**src/rtl/mute_pkg.sv**
```systemverilog
package mute_pkg;
  typedef enum logic [1:0] {
    OMODE_NORMAL = 2'b00,
    OMODE_TEST1  = 2'b01,
    OMODE_TEST2  = 2'b10,
    OMODE_TEST3  = 2'b11
  } outmode_e;

  function automatic logic is_normal(input logic [1:0] m);
    return m == OMODE_NORMAL;
  endfunction
endpackage

```
**src/rtl/mute_settle_guard.sv**
```systemverilog
module mute_settle_guard #(
  parameter int SETTLE_TICKS = 15,
  localparam int W = $clog2(SETTLE_TICKS + 1)
) (
  input  logic clk_i,
  input  logic rst_i,
  input  logic tick_i,
  output logic settling_o
);
  logic [W-1:0] cnt_q;

  always_ff @(posedge clk_i) begin
    if (rst_i) cnt_q <= W'(SETTLE_TICKS);
    else if (tick_i && cnt_q != '0) cnt_q <= cnt_q - W'(1);
  end

  assign settling_o = cnt_q != '0;
endmodule

```
**src/rtl/mute_trigger.sv**
```systemverilog
module mute_trigger (
  input  logic       strobe_i,
  input  logic       arm_i,
  input  logic [1:0] mode_i,
  input  logic       settling_i,
  output logic       fire_o
);
  import mute_pkg::*;
  assign fire_o = strobe_i && arm_i && is_normal(mode_i) && !settling_i;
endmodule

```
**src/rtl/mute_pulse_counter.sv**
```systemverilog
module mute_pulse_counter #(
  parameter int PULSE_TICKS = 15,
  localparam int W = $clog2(PULSE_TICKS + 1)
) (
  input  logic         clk_i,
  input  logic         rst_i,
  input  logic         load_i,
  input  logic         tick_i,
  output logic [W-1:0] cnt_o,
  output logic         active_nxt_o
);
  logic [W-1:0] cnt_q, cnt_nxt;

  always_comb begin
    cnt_nxt = cnt_q;
    if (load_i) cnt_nxt = W'(PULSE_TICKS);
    else if (tick_i && cnt_q != '0) cnt_nxt = cnt_q - W'(1);
  end

  always_ff @(posedge clk_i) begin
    if (rst_i) cnt_q <= '0;
    else       cnt_q <= cnt_nxt;
  end

  assign cnt_o        = cnt_q;
  assign active_nxt_o = cnt_nxt != '0;
endmodule

```
**src/rtl/mute_pin_reg.sv**
```systemverilog
module mute_pin_reg (
  input  logic       clk_i,
  input  logic       rst_i,
  input  logic       active_nxt_i,
  input  logic [1:0] mode_i,
  input  logic       status_i,
  output logic       pin_o
);
  import mute_pkg::*;
  logic pin_q;

  always_ff @(posedge clk_i) begin
    if (rst_i) pin_q <= 1'b0;
    else       pin_q <= (active_nxt_i && is_normal(mode_i)) ? !status_i : status_i;
  end

  assign pin_o = pin_q;
endmodule

```
**src/rtl/mute_oneshot.sv**
```systemverilog
module mute_oneshot #(
  parameter int PULSE_TICKS = 15,
  localparam int PCNT_W = $clog2(PULSE_TICKS + 1)
) (
  input  logic       clk_i,
  input  logic       rst_i,
  input  logic       load_stb_i,
  input  logic       arm_i,
  input  logic [1:0] outmode_i,
  input  logic       status_i,
  input  logic       tick50_i,
  output logic       mute_pin_o
);
  logic              settle_busy;
  logic              fire;
  logic [PCNT_W-1:0] pulse_cnt;
  logic              pulse_nxt;

  mute_settle_guard #(.SETTLE_TICKS(PULSE_TICKS)) u_settle (
    .clk_i(clk_i), .rst_i(rst_i), .tick_i(tick50_i), .settling_o(settle_busy)
  );

  mute_trigger u_trig (
    .strobe_i(load_stb_i), .arm_i(arm_i), .mode_i(outmode_i),
    .settling_i(settle_busy), .fire_o(fire)
  );

  mute_pulse_counter #(.PULSE_TICKS(PULSE_TICKS)) u_cnt (
    .clk_i(clk_i), .rst_i(rst_i), .load_i(fire), .tick_i(tick50_i),
    .cnt_o(pulse_cnt), .active_nxt_o(pulse_nxt)
  );

  mute_pin_reg u_pin (
    .clk_i(clk_i), .rst_i(rst_i), .active_nxt_i(pulse_nxt),
    .mode_i(outmode_i), .status_i(status_i), .pin_o(mute_pin_o)
  );
endmodule

```
**config.mk**
```make
export PLATFORM = sky130hd
export DESIGN_NAME = mute_oneshot
export DESIGN_NICKNAME = d
export VERILOG_FILES = /design/src/rtl/mute_pkg.sv /design/src/rtl/mute_settle_guard.sv /design/src/rtl/mute_trigger.sv /design/src/rtl/mute_pulse_counter.sv /design/src/rtl/mute_pin_reg.sv /design/src/rtl/mute_oneshot.sv
export SDC_FILE = /design/constraint.sdc
export NUM_CORES = 1
export LEC_CHECK = 0
export ABC_AREA = 1
export BUFFER_PORTS_ARGS = -buffer_cell sky130_fd_sc_hd__buf_4
export CORE_ASPECT_RATIO = 0.9
export CORE_MARGIN = 2
export CORE_UTILIZATION = 40
export CTS_CLUSTER_DIAMETER = 30
export DETAILED_ROUTE_END_ITERATION = 8
export PLACE_DENSITY_LB_ADDON = 0.12
export SYNTH_ARGS = -nofsm -noshare
export SYNTH_HDL_FRONTEND = slang
export SYNTH_SLANG_ARGS = --single-unit
```
**constraint.sdc**
```tcl
create_clock -name clk_i -period 1.42 [get_ports clk_i]
set_clock_uncertainty 0.2 [all_clocks]
set_input_delay 0.284 -clock clk_i [delete_from_list [all_inputs] [get_ports clk_i]]
set_output_delay 0.284 -clock clk_i [all_outputs]
set_load 0.05 [all_outputs]
```
# Word-level counts from Yosys, hierarchy flattened
# Index checks and enable logic that the tools add are counted.
dict set report word_totals {
  regBits 9
  latchBits 0
  ramBits 0
  rom_bits 0
  out_inout_bits 1
  wordCells 20
  memories 0
}
dict set report classes {
  add_sub_neg 2
  multipliers 0
  div_mod_pow 0
  n_lt_le_gt_ge 0
  n_eq_ne 0
  shifts 0
  n_mux 3
  bitwise_logic 0
  n_reduce_logical 12
}
# operator n
set ops {}
lappend ops {{4-bit nonzero test} 3}
lappend ops {{4-bit two-way mux} 2}
lappend ops {{4-bit by 1-bit subtractor with 4-bit output (second input constant)} 2}
lappend ops {{1-bit logical AND} 6}
lappend ops {{1-bit logical NOT} 2}
lappend ops {{2-bit logical NOT} 1}
lappend ops {{1-bit two-way mux} 1}

# Depth between registers and ports, before layout
dict set report depth {
  depth_word 7
  depth_mapped 12
  ltp_nobuf 12
}

# By module
# From an unflattened synthesis, not the netlist that was laid out.
dict set report unflattened {
  hier_cells 89
  area_unflattened_um2 574.3
}
# module n_inst cells_per_inst area_per_inst_um2
set by_module_without_submodules {}
lappend by_module_without_submodules {mute_pulse_counter 1 43 285.3}
lappend by_module_without_submodules {mute_settle_guard 1 33 217.7}
lappend by_module_without_submodules {mute_pin_reg 1 7 47.5}
lappend by_module_without_submodules {mute_trigger 1 6 23.8}

# Worst setup path after synthesis
# No wires, ideal clock.
dict set report synth_timing {
  path_type {register -> register}
  from {reg u_settle.cnt_q[0]}
  to {reg u_settle.cnt_q[3]}
  setup_time_ps 128
  t_arrival_ps 1234
  t_required_ps 1092
  slack_ps -142
  stages_incl_launch_ff 11
  path_buffers 0
  cell_sequence {dfxtp_1 inv_1 ha_1 nand2_2 nor2_4 nor2_4 inv_2 nor2_2 inv_1 o31ai_2 nand3_1}
}
dict set report synth_between {
  elab_chain_len 2
}
# element line
set synth_rtl {}
lappend synth_rtl {{start: declaration} mute_settle_guard.sv:10} ;# logic [W-1:0] cnt_q;
lappend synth_rtl {{start signal: assignment} mute_settle_guard.sv:13} ;# if (rst_i) cnt_q <= W'(SETTLE_TICKS);
lappend synth_rtl {{start signal: assignment} mute_settle_guard.sv:14} ;# else if (tick_i && cnt_q != '0) cnt_q <= cnt_q - W'(1);
lappend synth_rtl {{parallel branches: the longest is 2 deep, another holds 4-bit by 1-bit subtractor with 4-bit output} n/a}
# Parallel ways; which one is timed is not known.
# A chain may end at the register's enable or synchronous reset.

# Worst setup path in the final report
dict set report layout_timing {
  from {reg u_cnt.cnt_q[1], in the netlist u_cnt.cnt_o[1]}
  to {reg u_pin.pin_q, in the netlist u_pin.pin_o}
}
dict set report layout_between {
  elab_chain_len 7
}
# element line
set layout_rtl {}
lappend layout_rtl {{start: declaration} mute_pulse_counter.sv:12} ;# logic [W-1:0] cnt_q, cnt_nxt;
lappend layout_rtl {{start signal: assignment} mute_pulse_counter.sv:22} ;# else cnt_q <= cnt_nxt;
lappend layout_rtl {{parallel branches: the longest is 2 deep, another holds 4-bit by 1-bit subtractor with 4-bit output} n/a}
lappend layout_rtl {{4-bit two-way mux *} mute_pulse_counter.sv:17} ;# else if (tick_i && cnt_q != '0) cnt_nxt = cnt_q - W'(1);
lappend layout_rtl {{4-bit two-way mux *} mute_pulse_counter.sv:16} ;# if (load_i) cnt_nxt = W'(PULSE_TICKS);
lappend layout_rtl {{4-bit nonzero test *} mute_pulse_counter.sv:26} ;# assign active_nxt_o = cnt_nxt != '0;
lappend layout_rtl {{1-bit logical AND *} mute_pin_reg.sv:14} ;# else pin_q <= (active_nxt_i && is_normal(mode_i)) ? !status_i : status_i;
lappend layout_rtl {{1-bit two-way mux *} mute_pin_reg.sv:14}
lappend layout_rtl {{end signal: assignment} mute_pin_reg.sv:14}
lappend layout_rtl {{end: declaration} mute_pin_reg.sv:10} ;# logic pin_q;
# Every way passes the cells marked *.

==> out/qor.yml <==
power:
  p_leak_nw: 0.571
  power_density_nw_per_um2: 1580
  peakVddDrop_v: 0.00150
logic_synthesis:
  synth-seq-cells: 9
  yosysWarnings: 0
  synth.net_count: 94
  ys_seq_area_frac: 0.312
  avgSynthCellArea_um2: 6.96
  syn_area_um2: 578
  synth_cell_type_count: 17
  postSynthCellCount: 83
timing:
  layout_min_cycle_time_ns: 1.56
  relSlewSlack: 0.822
  timing.final.crit_share: 1.10
  rsz0062_at_grt: "yes"
  setup_viol: 6
  tns_ns: -0.410
  slew_viol_final: 0
  hold_viol: 0
  worst_slack_ns: -0.136
  worst_pin_slew_ns: 0.267
  fmax_ghz: 0.643
die:
  core_area_um2: 1290
  rows: 12
  die_area_um2: 1770
  die_w_um: 44.1
  die_y_um: 40.1
  ios: 9
  start_util: 0.448
cts:
  cts_tree: "built"
  clk_pin_slew_ns: 0.06
  clockBufferDepth: 2
  cts_root_buffer: "clkbuf_4"
  numClockSinks: 9
  htree_levels: 1
  clk_latency_ns: 0.29
  cts_buffers: 3
grt:
  grt-ovfl-total: 0
  grt_pass1_wl_um: 2470
  grt_pass1_vias: 574
  grt_max_degree: 7
  antenna_found_initial: 0
  track_usage: 0.216
place:
  port_buffers: 8
  place.gp.congestion: 0.789
  dpl.hpwl_um: 1020
  place_area_um2: 830
worst_hold_path:
  hold_path.class: "primary input to register"
flow_run:
  maxCapViolCount: 0
route:
  routed_wl_um: 1800
  drtIter0Drc: 12
  wl_met2_um: 910
  ant_nets: 0
  highest_layer: "met4"
  wire_per_inst_um: 13.4
  wl_met1_um: 737
  via_per_inst: 4.82
  met3_length_um: 91
  num_vias: 646
  drcViolationCount: 0
  dr.pass1.iters: 4
critical_path:
  crit_type: "register to register"
  endpoint_kind: "register"
  crit_slowest_cell: "dfxtp_4"
  cp.arrival_ns: 1.54
  setup.worst_path.start_class: "register"
  crit_required_ns: 1.40
  crit_top_cell: "nand2_4"
  max_stage_delay_ns: 0.36
  crit_family: "simple AND/OR/NAND/NOR gates"
  worstPathCellList: "inv_2, ha_4, nand2_4, nand2_4, nand2_2, nand3_4, nor2_2, nand3_2, a21oi_2, nor2_1"
  worst-path-max-fanout: 3
  path_buf_inv: 1
cells_and_area:
  num_antenna_cells: 0
  nNetsFinal: 132
  fin_area_um2: 1010
  area_growth_pct: 75.3
  drive_above_1_share: 0.658
  final_core_util: 0.785
run_status:
  failed_checks: "negative setup slack"
  status: "complete, but fails checks"
==> cells by family (layout without fill, tap and decap cells) <==
kind of cell	after synthesis	count (layout)	share of synthesized area
adders and majority gates	3	3	0.0649
AOI/OAI and AO/OA	7	7	0.0736
DFF	9	9	0.312
and+or+nand+nor	42	42	0.407
buffers and inverters	22	59	0.143
==> tightest hold or removal path, stage by stage <==
cell,delay (ns)
buf_4,0.09
a21oi_2,0.03
nor2_1,0.10
==> flip-flops by register name (all words and copies together) (netlist names) <==
name / count
u_pin.pin_o: 1
u_cnt.cnt_o: 4
u_settle.cnt_q: 4
==> layer usage <==
layer	up-vias	global-route usage
met2	18	0.360
li1	325	-
met3	6	0.0946
met1	297	0.237
met4	0	0.114
met5	-	0
==> where the power goes <==
| part | internal [mW] | switching (mW) | total, mW |
|---|---|---|---|
| sequential | 0.308 | 0.0454 | 0.354 |
| combinational | 0.510 | 0.517 | 1.03 |
| clock | 0.110 | 0.114 | 0.223 |
==> final timing paths <==
kind | slack, ns | depth (start not counted) | to | from
worst min-delay path | 0.06 | 3 | u_pin.pin_o | status_i
worst max-delay path | -0.14 | 10 | u_pin.pin_o | u_cnt.cnt_o[1]
worst max register to register | -0.14 | 10 | u_pin.pin_o | u_cnt.cnt_o[1]
worst min register to register | 0.36 | 3 | u_settle.cnt_q[3] | u_settle.cnt_q[3]
==> layout by cell type, fill, tap and decap left out <==
cell and count:
dfxtp_4 1, clkbuf_4 3, o21ai_0 1, dfxtp_1 5, dfxtp_2 3, nand4_1 2
dlygate4sd3_1 1, ha_1 1, buf_4 26, nand2_1 10, nor2_2 5, nand3_4 1
nor2_1 3, ha_4 2, nand2_4 4, nand3_1 2, inv_2 7, inv_4 2
inv_1 13, buf_6 6, o21ai_2 1, nor2_4 4, o21ai_1 2, o31ai_2 1
clkbuf_1 1, nand3_2 7, a21oi_2 2, nand2_2 4
==> area by class of cell <==
cell class / count / area (µm²)
inverters: 22 / 87.6
clock buffers: 4 / 26.3
multi-input cells: 52 / 422
flip-flops and latches: 9 / 188
fillers: 75 / 278
repair buffers: 33 / 273
well taps: 14 / 17.5
==> timing repair <==
| action | in CTS | in global routing |
|---|---|---|
| setup buffers | 5 | 3 |
| hold buffers | 1 | 0 |
| pin swaps | 8 | 7 |
| resized for setup | 10 | 20 |
| endpoints found under the hold margin | 2 | 0 |
| setup endpoints to repair | 5 | 9 |
==> through the flow <==
stage / power (mW) / hold WS (ns) / setup slack [ns] / instances
after floorplan: 0.858 / 0.149 / -0.0671 / 83
after CTS: 1.45 / 0.0172 / -0.0981 / 133
after global routing: 1.72 / 0.0867 / -0.263 / 134
final: 1.60 / 0.0589 / -0.136 / 134
after global placement: 1.11 / 0.279 / -0.135 / 123
after detailed placement: 1.12 / 0.282 / -0.146 / 123
==> cells in the mapped netlist (all sizes together) <==
master,number,share of area
a21oi,2,0.017
o21ai,4,0.035
nor2,12,0.12
nand3,10,0.11
nand2,18,0.15
nand4,2,0.022
dfxtp,9,0.31
ha,3,0.065
o31ai,1,0.022
inv,22,0.14
Note: power is estimated with default switching activity, not from simulation.
